<file path="config.mk">
export PLATFORM = sky130hd
export DESIGN_NAME = qdac_serial_front
export DESIGN_NICKNAME = d
export VERILOG_FILES = /design/src/rtl/qdac_pkg.sv /design/src/rtl/qdac_sync.sv /design/src/rtl/qdac_frame_rx.sv /design/src/rtl/qdac_reg_bank.sv /design/src/rtl/qdac_serial_front.sv
export SDC_FILE = /design/constraint.sdc
export NUM_CORES = 1
export LEC_CHECK = 0
export BUFFER_PORTS_ARGS = -buffer_cell sky130_fd_sc_hd__clkbuf_2
export CORE_ASPECT_RATIO = 0.6
export CORE_MARGIN = 8
export CORE_UTILIZATION = 33
export CTS_CLUSTER_DIAMETER = 60
export CTS_CLUSTER_SIZE = 25
export DETAILED_ROUTE_END_ITERATION = 10
export GPL_ROUTABILITY_DRIVEN = 0
export PLACE_DENSITY = 0.53
export REMOVE_ABC_BUFFERS = 1
export SKIP_LAST_GASP = 1
export SLEW_MARGIN = 20
export SYNTH_ARGS = -nofsm -noshare
export SYNTH_HDL_FRONTEND = slang
export SYNTH_SLANG_ARGS = --single-unit
</file>
<file path="constraint.sdc">
create_clock -name clk -period 2.5 [get_ports clk]
set_clock_uncertainty 0.2 [all_clocks]
set_input_delay 0.5 -clock clk [delete_from_list [all_inputs] [get_ports clk]]
set_output_delay 0.5 -clock clk [all_outputs]
set_load 0.03 [all_outputs]
</file>
<file path="src/rtl/qdac_pkg.sv">
package qdac_pkg;

   // Effect of a committed command word on the software shutdown flags
   typedef enum logic [1:0] {
      ACT_WAKE      = 2'd0,
      ACT_SLEEP_ONE = 2'd1,
      ACT_SLEEP_ALL = 2'd2
   } sd_action_e;

   // The all-channel request wins over the addressed-channel request
   function automatic sd_action_e decode_action(input logic all_req_n,
                                                input logic one_req_n);
      if (!all_req_n)      return ACT_SLEEP_ALL;
      else if (!one_req_n) return ACT_SLEEP_ONE;
      else                 return ACT_WAKE;
   endfunction

endpackage

</file>
<file path="src/rtl/qdac_sync.sv">
module qdac_sync #(
   parameter int               WIDTH   = 1,
   parameter int               STAGES  = 2,
   parameter logic [WIDTH-1:0] RST_VAL = '0
) (
   input  logic             clk,
   input  logic             rst_n,
   input  logic [WIDTH-1:0] d_i,
   output logic [WIDTH-1:0] q_o
);

   if (STAGES < 2) begin : g_bad_stages
      $error("qdac_sync: STAGES must be at least 2");
   end

   logic [STAGES-1:0][WIDTH-1:0] stage_q;

   always_ff @(posedge clk or negedge rst_n) begin
      if (!rst_n) stage_q <= {STAGES{RST_VAL}};
      else        stage_q <= {stage_q[STAGES-2:0], d_i};
   end

   assign q_o = stage_q[STAGES-1];

endmodule

</file>
<file path="src/rtl/qdac_frame_rx.sv">
module qdac_frame_rx #(
   parameter int FRAME_W = 12
) (
   input  logic               clk,
   input  logic               rst_n,
   input  logic               sclk_s,
   input  logic               csn_s,
   input  logic               sdat_s,
   output logic [FRAME_W-1:0] word_o,
   output logic               commit_o
);

   logic sclk_q;
   logic csn_q;
   logic shift_en;

   // Rising serial clock while selected shifts one bit in, MSB first
   assign shift_en = sclk_s & ~sclk_q & ~csn_s;
   // Deselect edge commits the last FRAME_W bits
   assign commit_o = csn_s & ~csn_q;

   always_ff @(posedge clk or negedge rst_n) begin
      if (!rst_n) begin
         sclk_q <= 1'b0;
         csn_q  <= 1'b1;
         word_o <= '0;
      end else begin
         sclk_q <= sclk_s;
         csn_q  <= csn_s;
         if (shift_en) word_o <= {word_o[FRAME_W-2:0], sdat_s};
      end
   end

endmodule

</file>
<file path="src/rtl/qdac_reg_bank.sv">
module qdac_reg_bank
   import qdac_pkg::*;
#(
   parameter int NUM_CH = 4,
   parameter int CODE_W = 8,
   parameter int ADDR_W = 2
) (
   input  logic                           clk,
   input  logic                           rst_n,
   input  logic                           clr_n,
   input  logic                           commit,
   input  logic [ADDR_W-1:0]              addr,
   input  logic [CODE_W-1:0]              code,
   input  logic                           all_req_n,
   input  logic                           one_req_n,
   input  logic                           load_n,
   output logic [NUM_CH-1:0][CODE_W-1:0]  dac_q,
   output logic [NUM_CH-1:0]              swsd_q
);

   logic       bank_rst_n;
   sd_action_e act;

   assign bank_rst_n = rst_n & clr_n;
   assign act        = decode_action(all_req_n, one_req_n);

   for (genvar ch = 0; ch < NUM_CH; ch++) begin : g_chan
      logic              wr_en;
      logic [CODE_W-1:0] inp_r;
      logic [CODE_W-1:0] dac_r;

      assign wr_en = commit && (addr == ADDR_W'(ch));

      always_ff @(posedge clk or negedge bank_rst_n) begin
         if (!bank_rst_n) begin
            inp_r <= '0;
            dac_r <= '0;
         end else begin
            if (wr_en)   inp_r <= code;
            if (!load_n) dac_r <= inp_r;
         end
      end

      assign dac_q[ch] = dac_r;
   end

   // Software shutdown flags survive the clear input
   always_ff @(posedge clk or negedge rst_n) begin
      if (!rst_n) begin
         swsd_q <= '0;
      end else if (commit) begin
         case (act)
            ACT_WAKE:      swsd_q       <= '0;
            ACT_SLEEP_ALL: swsd_q       <= '1;
            ACT_SLEEP_ONE: swsd_q[addr] <= 1'b1;
            default:       swsd_q       <= swsd_q;
         endcase
      end
   end

endmodule

</file>
<file path="src/rtl/qdac_serial_front.sv">
module qdac_serial_front #(
   parameter int NUM_CH      = 4,
   parameter int CODE_W      = 8,
   parameter int SYNC_STAGES = 2,
   parameter bit HW_SD_SYNC  = 1'b0
) (
   input  logic                       clk,
   input  logic                       rst_n,
   input  logic                       sclk_i,
   input  logic                       csn_i,
   input  logic                       sdata_i,
   input  logic                       ld_n_i,
   input  logic                       clr_n_i,
   input  logic                       hw_sd_i,
   output logic [NUM_CH*CODE_W-1:0]   dac_code_o,
   output logic [NUM_CH-1:0]          sd_o
);

   localparam int ADDR_W  = $clog2(NUM_CH);
   localparam int FRAME_W = 2 + ADDR_W + CODE_W;

   if (NUM_CH < 2 || (NUM_CH & (NUM_CH - 1)) != 0) begin : g_bad_ch
      $error("qdac_serial_front: NUM_CH must be a power of two, at least 2");
   end
   if (CODE_W < 1) begin : g_bad_code
      $error("qdac_serial_front: CODE_W must be positive");
   end

   // Synchronized host signals: {load, select, clock, data}
   logic [3:0] host_s;
   logic       ld_n_s, csn_s, sclk_s, sdat_s;

   qdac_sync #(
      .WIDTH  (4),
      .STAGES (SYNC_STAGES),
      .RST_VAL(4'b1100)
   ) host_sync_i (
      .clk  (clk),
      .rst_n(rst_n),
      .d_i  ({ld_n_i, csn_i, sclk_i, sdata_i}),
      .q_o  (host_s)
   );

   assign {ld_n_s, csn_s, sclk_s, sdat_s} = host_s;

   logic hw_sd_w;
   if (HW_SD_SYNC) begin : g_hw_sync
      qdac_sync #(
         .WIDTH  (1),
         .STAGES (SYNC_STAGES),
         .RST_VAL(1'b0)
      ) hw_sync_i (
         .clk  (clk),
         .rst_n(rst_n),
         .d_i  (hw_sd_i),
         .q_o  (hw_sd_w)
      );
   end else begin : g_hw_direct
      assign hw_sd_w = hw_sd_i;
   end

   logic [FRAME_W-1:0] word_w;
   logic               commit_w;

   qdac_frame_rx #(
      .FRAME_W(FRAME_W)
   ) frame_rx_i (
      .clk     (clk),
      .rst_n   (rst_n),
      .sclk_s  (sclk_s),
      .csn_s   (csn_s),
      .sdat_s  (sdat_s),
      .word_o  (word_w),
      .commit_o(commit_w)
   );

   logic [NUM_CH-1:0][CODE_W-1:0] dac_w;
   logic [NUM_CH-1:0]             swsd_w;

   qdac_reg_bank #(
      .NUM_CH(NUM_CH),
      .CODE_W(CODE_W),
      .ADDR_W(ADDR_W)
   ) reg_bank_i (
      .clk      (clk),
      .rst_n    (rst_n),
      .clr_n    (clr_n_i),
      .commit   (commit_w),
      .addr     (word_w[CODE_W +: ADDR_W]),
      .code     (word_w[CODE_W-1:0]),
      .all_req_n(word_w[FRAME_W-1]),
      .one_req_n(word_w[FRAME_W-2]),
      .load_n   (ld_n_s),
      .dac_q    (dac_w),
      .swsd_q   (swsd_w)
   );

   assign dac_code_o = dac_w;
   assign sd_o       = swsd_w | {NUM_CH{hw_sd_w}};

endmodule

</file>
==> results of run 1 <==
[flip-flops by register name, indices dropped and copies added, names as in the netlist]
register and flops:
reg_bank_i.g_chan.inp_r 32, frame_rx_i.csn_q 1, reg_bank_i.swsd_q 4, frame_rx_i.word_o 12, reg_bank_i.g_chan.dac_r 32, frame_rx_i.sclk_q 1, host_sync_i.q_o 4, host_sync_i.stage_q 4
[kinds of logic (layout without fill, tap and decap cells)]
| logic type | Yosys count | after routing | synth area share, % |
|---|---|---|---|
| buffers and inverters | 9 | 66 | 1.74 |
| muxes | 76 | 76 | 25.4 |
| AOI/OAI and AO/OA | 4 | 4 | 1.34 |
| DFF | 90 | 90 | 67.0 |
| and+or+nand+nor | 20 | 20 | 4.56 |
[worst min path at each step]
stage	from	to	slack [ns]	cells after the start
floorplan	rst_n	frame_rx_i.sclk_q	0.004	0
global placement	host_sync_i.stage_q[0]	host_sync_i.q_o[0]	0.13	0
detailed placement	host_sync_i.stage_q[0]	host_sync_i.q_o[0]	0.14	0
CTS	rst_n	reg_bank_i.swsd_q[0]	0.03	2
global route	ld_n_i	host_sync_i.stage_q[3]	0.03	1
finish	rst_n	reg_bank_i.swsd_q[0]	-0.002	2
[layout by cell type (no fill, tap or decap), types with 2 or more instances in the layout]
cell type  instances
dfstp_2            5
o221a_2            4
nand4b_1           2
nand2b_1           4
dfrtp_1           85
nor2b_1            3
clkbuf_8           2
or2_2              4
mux2_2            74
clkbuf_2          43
clkbuf_16          9
mux2_1             2
buf_4              6
nor4bb_2           2
clkinv_2           3
clkbuf_1           2
[stage by stage]
step           total power (W)  setup WS (ns)  hold slack, ns  std cells
6_report               0.00380          0.582        -0.00208        391
5_1_grt                0.00401          0.526          0.0318        391
4_1_cts                0.00387          0.559          0.0253        391
3_5_place_dp           0.00261          0.612           0.145        375
3_3_place_gp           0.00259          0.679           0.133        375
2_1_floorplan          0.00235         -0.162         0.00441        190
[critical path, delay by kind of cell (launching register included)]
kind	cells	cell delay, ns
DFF	1	0.40
and+or+nand+nor	1	0.30
buffers and inverters	1	0.18
[layer usage]
layer	vias up	global-route usage, %	part of all wire (%)
li1	814	-	-
met1	888	14.0	53
met2	39	14.1	39
met3	11	4.47	6.1
met4	0	4.35	1.5
met5	-	0	0
[final cells by class]
class	count	area, um2	share of cell area (%)
Clock buffer	13	260	6.42
Tap cell	135	169	4.16
Clock inverter	3	15.0	0.370
Sequential cell	90	2260	55.7
Timing Repair Buffer	50	280	6.91
Multi-Input combinational cell	100	1070	26.5
[power by group]
| group | switching (W) | internal (W) | total, W |
|---|---|---|---|
| registers | 0.000217 | 0.00171 | 0.00193 |
| logic | 0.000345 | 0.000294 | 0.000639 |
| clock network | 0.000513 | 0.000723 | 0.00124 |
==> flow_summary.ini, run 1 <==
[outcome]
status = finished with violations
failed_checks = hold timing

[logic_synthesis]
synth_warnings = 0
synth.distinct_cells = 18
syn_area_per_cell_um2 = 16.9
ys.flop_type = dfrtp_1
synth_area_leaders = dfrtp_1 (63%), mux2_2 (25%), dfstp_2 (3.9%)
synthArstFlopShare_pct = 100
synth_area_um2 = 3370
yosysTopAreaCellShare_pct = 63.1
ys_seq_area_share_pct = 67.0
yosysMostFrequentCell = dfrtp_1
synth-edff-count = 0
synthCells = 199
synth_seq_cells = 90
yosys-top-cells-count = dfrtp_1 (85), mux2_2 (74), buf_2 (5), dfstp_2 (5)
yosys.area.top_type = dfrtp_1

[setup_path]
start_kind = register
crit_chain = or2_2 -> clkbuf_2
end_kind = output pin
slowest_delay_ns = 0.40
cp_slowest_cell = dfrtp_1
reg2reg_to = reg_bank_i.g_chan[0].inp_r[4]
endpoint = sd_o[2]
r2r_setup_slack_ns = 0.63
cp_max_fo = 3
cp-startpoint = reg_bank_i.swsd_q[2]
reg2reg_from = frame_rx_i.word_o[9]
crit_required_ns = 1.80
cp.arrival_ns = 1.22
crit_type = reg2out
reg2regPathDepth = 2

[detailed_routing]
avgRoutedWirePerCell_um = 16.5
routed-via-count = 1752
wl_um = 6450
drc = 0
dr.pass1.iters = 4
drtIter0Drc = 54
vias_per_cell = 4.48
ant_nets = 0

[timing]
grt_setup_unrepaired = no
fmax_mhz = 521
tightest_slew_ns = 0.615
min_period_over_period_pct = 76.7
slew_violations = 0
hold_viol_final = 4
setup_violations = 0
tns_ns = 0
hold_ws_ns = -0.00208
slew_headroom_pct = 58.8
period_needed_ns = 1.92

[global_routing]
grt_max_degree = 65
antenna_found_initial = 0
overflow = 0
grt_usage_pct = 10.3
grt_pass1_wl_um = 10900
grt_pass1_vias = 1981

[floorplan]
die_w_um = 147
dieArea_um2 = 13800
die_h_um = 94.3
num_rows = 28
start_util_pct = 34.0
io_pins = 44
core-area_um2 = 9910

[cts]
cts_sinks = 90
cts_hold_repair.buffers = 0
ctsResizeCount = 0
cts_htree_levels = 3
cts_tree = done
clockRootBuffer = clkbuf_16
postCtsSetupBuffers = 0
cts_buffers = 9
clock_path_buffers = 2
clkTransAtPathRegs_ns = 0.06
clk_latency_ns = 0.33

[layout]
finish.utilization_pct = 40.9
syn_to_final_growth_pct = 20.3
fill_cells = 949
design_area_um2 = 4060
nets = 259
drive_above_1_share_pct = 60.9
insertedDiodeCount = 0

[power_and_ir_drop]
p_leak_nw = 1.99
ir_drop_uv = 417
power_density_nw_per_um2 = 938

[placed_design]
place_area_um2 = 3780
port_buffers = 43
dp_hpwl_um = 4330

[job]
maxCapViolations = 0

[min_path]
min_path_type = in2async
No activity file was read; power rests on OpenSTA's default activity.
==> run 2: changes to the inputs <==
ABC_AREA = 1   (was default)
PLACE_DENSITY = 0.52   (was 0.53)
clock period = 1.8 ns   (was 2.5 ns; I/O delays follow)
==> run 2 against run 1 <==
Against the previous run:
- highest routed layer unchanged
- clock-buffer cell count down 3
- largest cell class unchanged
- first-iteration DRC count up 28%
- flip-flop and latch count unchanged
- die area down 0.22%
- core utilization up 0.63 points
- synthesized cell count up 36%
- the run now ends clean
- non-clock buffer count up 6
==> flow_summary.ini, run 2 <==
[setup_path]
reg2regPathDepth = 5
reg2reg_from = host_sync_i.q_o[2]
crit_type = in2async
crit_top_cell = dlygate4sd3_1
start_kind = input pin
crit_required_ns = 2.14
reg2reg_to = reg_bank_i.g_chan[1].inp_r[6]
crit_chain = dlygate4sd3_1 -> clkbuf_2 -> nand2_1 -> inv_2 -> dlygate4sd3_1 -> clkbuf_16
r2r_setup_slack_ns = 0.10
cp.arrival_ns = 2.10
slowest_delay_ns = 0.71
cp_max_fo = 27
cp_slowest_cell = dlygate4sd3_1
end_kind = asynchronous set/reset pin

[global_routing]
gr-usage-met3_pct = 4.47
overflow = 0
grt_max_degree = 54
grtUsageMet2_pct = 14.1
grt_pass1_wl_um = 10900
antenna_found_initial = 0
grt_usage_pct = 10.3
grtUsageMet1_pct = 13.8
top_usage_layer = met2
grt_pass1_vias = 2123

[cts]
clk_latency_ns = 0.34
cts_sinks = 90
clkTransAtPathRegs_ns = 0.06
clock_path_buffers = 2
cts_tree = done
cts_htree_levels = 3
postCtsSetupBuffers = 0
clockRootBuffer = clkbuf_16
cts_buffers = 9

[timing]
fmax_mhz = 567
min_period_over_period_pct = 98.1
tightest_slew_ns = 0.488
grt_setup_unrepaired = yes
hold_viol_final = 0
slew_violations = 0
tns_ns = 0
period_needed_ns = 1.77
slew_headroom_pct = 67.5
setup_violations = 0
worst_slack_ns = 0.0349

[layout]
syn_to_final_growth_pct = 22.0
layout_common_cells = dfrtp_1 (85), nand2_1 (56), clkbuf_2 (43)
drive_above_1_share_pct = 35.7
insertedDiodeCount = 0
top_regs = reg_bank_i.g_chan.dac_r: 32 flops, reg_bank_i.g_chan.inp_r: 32 flops, frame_rx_i.word_o: 12 flops
nets = 336
layout_commonest_cell = dfrtp_1

[logic_synthesis]
yosys-top-cells-count = dfrtp_1 (85), nand2_1 (56), mux2_2 (30), inv_1 (20), o21ai_0 (19)
muxShareOfSynthArea_pct = 10.7
synthCells = 271
yosysTopAreaCellShare_pct = 63.2
synth-edff-count = 0
yosysMostFrequentCell = dfrtp_1
synth_area_leaders = dfrtp_1 (63%), mux2_2 (10%), nand2_1 (6.3%)
synth_adder_area_share_pct = 0
synth_seq_cells = 90
yosys.area.top_type = dfrtp_1
synth_xor_area_share_pct = 0
synth_area_um2 = 3360
synth_compound_area_share_pct = 8.26
synth_warnings = 0
synthSimpleGateAreaFrac_pct = 9.15
synth_top_family_by_area = multiplexers
synthArstFlopShare_pct = 100
ys.flop_type = dfrtp_1
syn_area_per_cell_um2 = 12.4
synth.distinct_cells = 21
ys_seq_area_share_pct = 67.2

[detailed_routing]
routed-via-count = 2036
drc = 0
wl_um = 6540
ant_nets = 0
drtIter0Drc = 69
dr.pass1.iters = 4
vias_per_cell = 4.35
avgRoutedWirePerCell_um = 14.0

[floorplan]
start_util_pct = 34.0
num_rows = 28
io_pins = 44
die_w_um = 146
core-area_um2 = 9880
die_h_um = 94.2
dieArea_um2 = 13800

[placed_design]
port_buffers = 43
dp_hpwl_um = 4320
pre_cts_ws_ns = 0.0965

[power_and_ir_drop]
ir_drop_uv = 510
p_leak_nw = 2.04
power_w = 0.00476
power_density_nw_per_um2 = 1160

[min_path]
min_path_type = reg2reg
min_path_cells = 0
hold_end = host_sync_i.q_o[0]
worstHoldStart = host_sync_i.stage_q[0]

[job]
maxCapViolations = 0

[outcome]
status = finished clean
[run 2: changes by cell type after synthesis, sizes merged, moves of 5 or more]
| cell | before | now |
|---|---|---|
| inv | 0 | 21 |
| nor2 | 1 | 7 |
| o21ai | 0 | 43 |
| nand3 | 0 | 5 |
| mux2 | 76 | 32 |
| nand2 | 0 | 59 |
[run 2: cell families after synthesis]
group                  count (synthesis)
buffers and inverters                 31
flip-flops                            90
AND/OR/NAND/NOR                       73
multiplexers                          32
AO/OA/AOI/OAI                         45
[run 2: report_power, final]
group / internal [W] / switching (W) / leakage (nW)
logic: 0.000230 / 0.000461 / 0.731
clock network: 0.000937 / 0.000755 / 0.129
registers: 0.00225 / 0.000128 / 1.18
total: 0.00342 / 0.00134 / 2.04
[run 2: per-stage QoR]
stage | cells | hold WS (ns) | area (um2) | util [%]
3_3_place_gp | 443 | 0.137 | 3720 | 37.7
6_report | 468 | 0.158 | 4100 | 41.5
3_5_place_dp | 443 | 0.143 | 3720 | 37.7
5_1_grt | 468 | 0.163 | 4100 | 41.5
2_1_floorplan | 261 | -0.136 | 3280 | -
4_1_cts | 467 | 0.158 | 4070 | 41.2
[run 2: how the worst max path moves through the flow]
stage	cells past startpoint	to	slack, ns	from
2_1_floorplan	2	reg_bank_i.g_chan[0].dac_r[0]	-0.40	rst_n
3_3_place_gp	5	reg_bank_i.g_chan[3].inp_r[3]	0.15	host_sync_i.q_o[2]
3_5_place_dp	5	reg_bank_i.g_chan[3].inp_r[7]	0.1	host_sync_i.q_o[2]
4_1_cts	6	reg_bank_i.g_chan[3].dac_r[5]	0.05	rst_n
5_1_grt	6	reg_bank_i.g_chan[2].inp_r[3]	-0.04	rst_n
6_report	6	reg_bank_i.g_chan[2].inp_r[3]	0.03	rst_n
[run 2: cell type report]
cell class | count | area, um2
Inverter | 21 | 78.8
Clock buffer | 10 | 229
Tap cell | 135 | 169
Fill cell | 974 | 5780
Sequential cell | 90 | 2260
Multi-Input combinational cell | 150 | 953
Timing Repair Buffer | 56 | 373
Clock inverter | 6 | 42.5
[run 2: critical path: cells and delay by family]
| family | cells | cell delay (ns) |
|---|---|---|
| AND/OR/NAND/NOR | 1 | 0.06 |
| buffers and inverters | 5 | 1.67 |
[run 2: routing by layer]
| metal | vias up | part of all wire [%] |
|---|---|---|
| li1 | 1002 | - |
| met1 | 987 | 53 |
| met2 | 40 | 41 |
| met3 | 7 | 4.8 |
| met4 | 0 | 0.93 |
| met5 | - | 0 |
[run 2: repair_timing]
item,4_1_cts,5_1_grt
endpoints found under the setup margin,0,67
hold buffers,8,0
hold endpoints to repair,36,0
gates resized for setup,0,4
==> run 3: changes to the inputs <==
CTS_CLUSTER_SIZE = 30   (was 25)
REMOVE_ABC_BUFFERS = default   (was 1)
==> run 3 against run 2 <==
Against the previous run:
- clock-buffer cell count rose by 3
- sequential share of layout area rose by 0.37 points
- hold slack got worse by 0.010 ns
- critical path depth fell by 1
- setup slack improved by 0.17 ns
- first-iteration DRC count rose by 5.8%
==> flow_summary.ini, run 3 (same netlist as run 2, synthesis figures left out) <==
[layout]
layout_common_cells = dfrtp_1 (85), nand2_1 (56), clkbuf_2 (43)
fill_cells = 982
nets = 334
top_regs = reg_bank_i.g_chan.dac_r: 32 flops, reg_bank_i.g_chan.inp_r: 32 flops, frame_rx_i.word_o: 12 flops
syn_to_final_growth_pct = 21.2
insertedDiodeCount = 0
layout_commonest_cell = dfrtp_1
drive_above_1_share_pct = 35.0
final_cells = 466

[placed_design]
port_buffers = 43
post-place-cells = 444
dp_hpwl_um = 4420

[global_routing]
grt_max_degree = 44
grt_usage_pct = 10.2
overflow = 0
grt_pass1_wl_um = 11000
grt_pass1_vias = 2091
antenna_found_initial = 0

[power_and_ir_drop]
switchingPower_w = 0.00132
clockPowerShare_pct = 36.9
swShare_pct = 27.1
p_seq_share_pct = 48.7
p_leak_nw = 2.01
power_frac_comb_pct = 14.4
intPower_w = 0.00355
power_density_nw_per_um2 = 1190
ir_drop_uv = 565

[min_path]
min_path_type = reg2reg

[cts]
clockRootBuffer = clkbuf_16
clk_latency_ns = 0.33
clkTransAtPathRegs_ns = 0.06
postCtsSetupBuffers = 0
cts_tree = done
clock_path_buffers = 2
cts_htree_levels = 3
cts_buffers = 9
ctsResizeCount = 0
cts_sinks = 90
cts_hold_repair.buffers = 6

[floorplan]
die_h_um = 94.2
start_util_pct = 34.0
io_pins = 44
dieArea_um2 = 13800
num_rows = 28
core-area_um2 = 9880
die_w_um = 146

[detailed_routing]
avgRoutedWirePerCell_um = 13.8
wl_met1_um = 3300
topRoutingLayerUsed = met4
wl_met2_um = 2650
vias_per_cell = 4.31
dr_wl_met3_um = 411
routed-via-count = 2007
wl_um = 6420
dr.pass1.iters = 4
drtIter0Drc = 73
drc = 0
ant_nets = 0

[timing]
grt_setup_unrepaired = no
setup_violations = 0
tightest_slew_ns = 0.403
slew_violations = 0
fmax_mhz = 627
slew_headroom_pct = 73.1
hold_viol_final = 0
hold_ws_ns = 0.148
period_needed_ns = 1.60
min_period_over_period_pct = 88.7
tns_ns = 0

[setup_path]
crit_type = reg2reg
cp.arrival_ns = 1.61
end_kind = register
start_kind = register
cp_max_fo = 17
crit_required_ns = 1.82

[logic_synthesis]
synth_fp_nets = 279

[job]
maxCapViolations = 0

[outcome]
status = finished clean
-- run 3: changes by cell type in the layout (fill, tap and decap cells not counted), sizes merged --
cell          change
inv               -2
dlygate4sd3       -1
clkbuf            +2
clkinv            -2
dlymetal6s4s      -1
buf               +1
bufinv            +1
-- run 3: cell type report --
| type | instances | area (um2) | area share, % |
|---|---|---|---|
| clock inverter | 3 | 42.5 | 1.04 |
| sequential | 90 | 2260 | 55.4 |
| timing repair buffer | 54 | 338 | 8.29 |
| multi-input combinational | 150 | 946 | 23.2 |
| clock buffer | 13 | 240 | 5.89 |
| tap | 135 | 169 | 4.14 |
| inverter | 21 | 82.6 | 2.03 |
-- run 3: final timing paths --
kind | to | slack, ns | start | depth (start not counted)
min | host_sync_i.q_o[0] | 0.15 | host_sync_i.stage_q[0] | 0
max reg2reg | reg_bank_i.g_chan[1].inp_r[5] | 0.20 | host_sync_i.q_o[2] | 5
min reg2reg | host_sync_i.q_o[0] | 0.15 | host_sync_i.stage_q[0] | 0
max | reg_bank_i.g_chan[1].inp_r[5] | 0.20 | host_sync_i.q_o[2] | 5
min in group asynchronous | frame_rx_i.word_o[1] | 0.37 | rst_n | 3
max in group asynchronous | reg_bank_i.g_chan[1].dac_r[5] | 0.48 | rst_n | 5
-- run 3: worst max-delay path: stages, from the launching register on --
cell and delay [ns]:
dfstp_2 0.54, inv_2 0.06, nor2_4 0.17, nand2_2 0.28, nand2_1 0.17, o21ai_2 0.06
-- run 3: power by group through the flow --
stage | Combinational (W) | Clock (W) | Sequential [W]
after floorplan | 0.000348 | 0 | 0.00253
after global placement | 0.000705 | 0 | 0.00241
after detailed placement | 0.000714 | 0 | 0.00241
after CTS | 0.000724 | 0.00185 | 0.00237
after global routing | 0.000781 | 0.00193 | 0.00240
final | 0.000701 | 0.00180 | 0.00237
-- run 3: stage by stage --
step,cell area [um2],util [%],worst slack (ns),power [W]
detailed placement,3730,37.8,0.195,0.00312
global placement,3730,37.8,0.219,0.00311
finish,4080,41.3,0.204,0.00487
global route,4080,41.3,0.0831,0.00511
CTS,4080,41.3,0.189,0.00495
floorplan,3370,-,0.290,0.00288
-- run 3: layer usage --
layer  GRT usage [%]  vias to the layer above
met5               0                        -
met4            3.32                        0
met3            4.57                        6
met2            14.2                       38
met1            13.8                      972
li1                -                      991
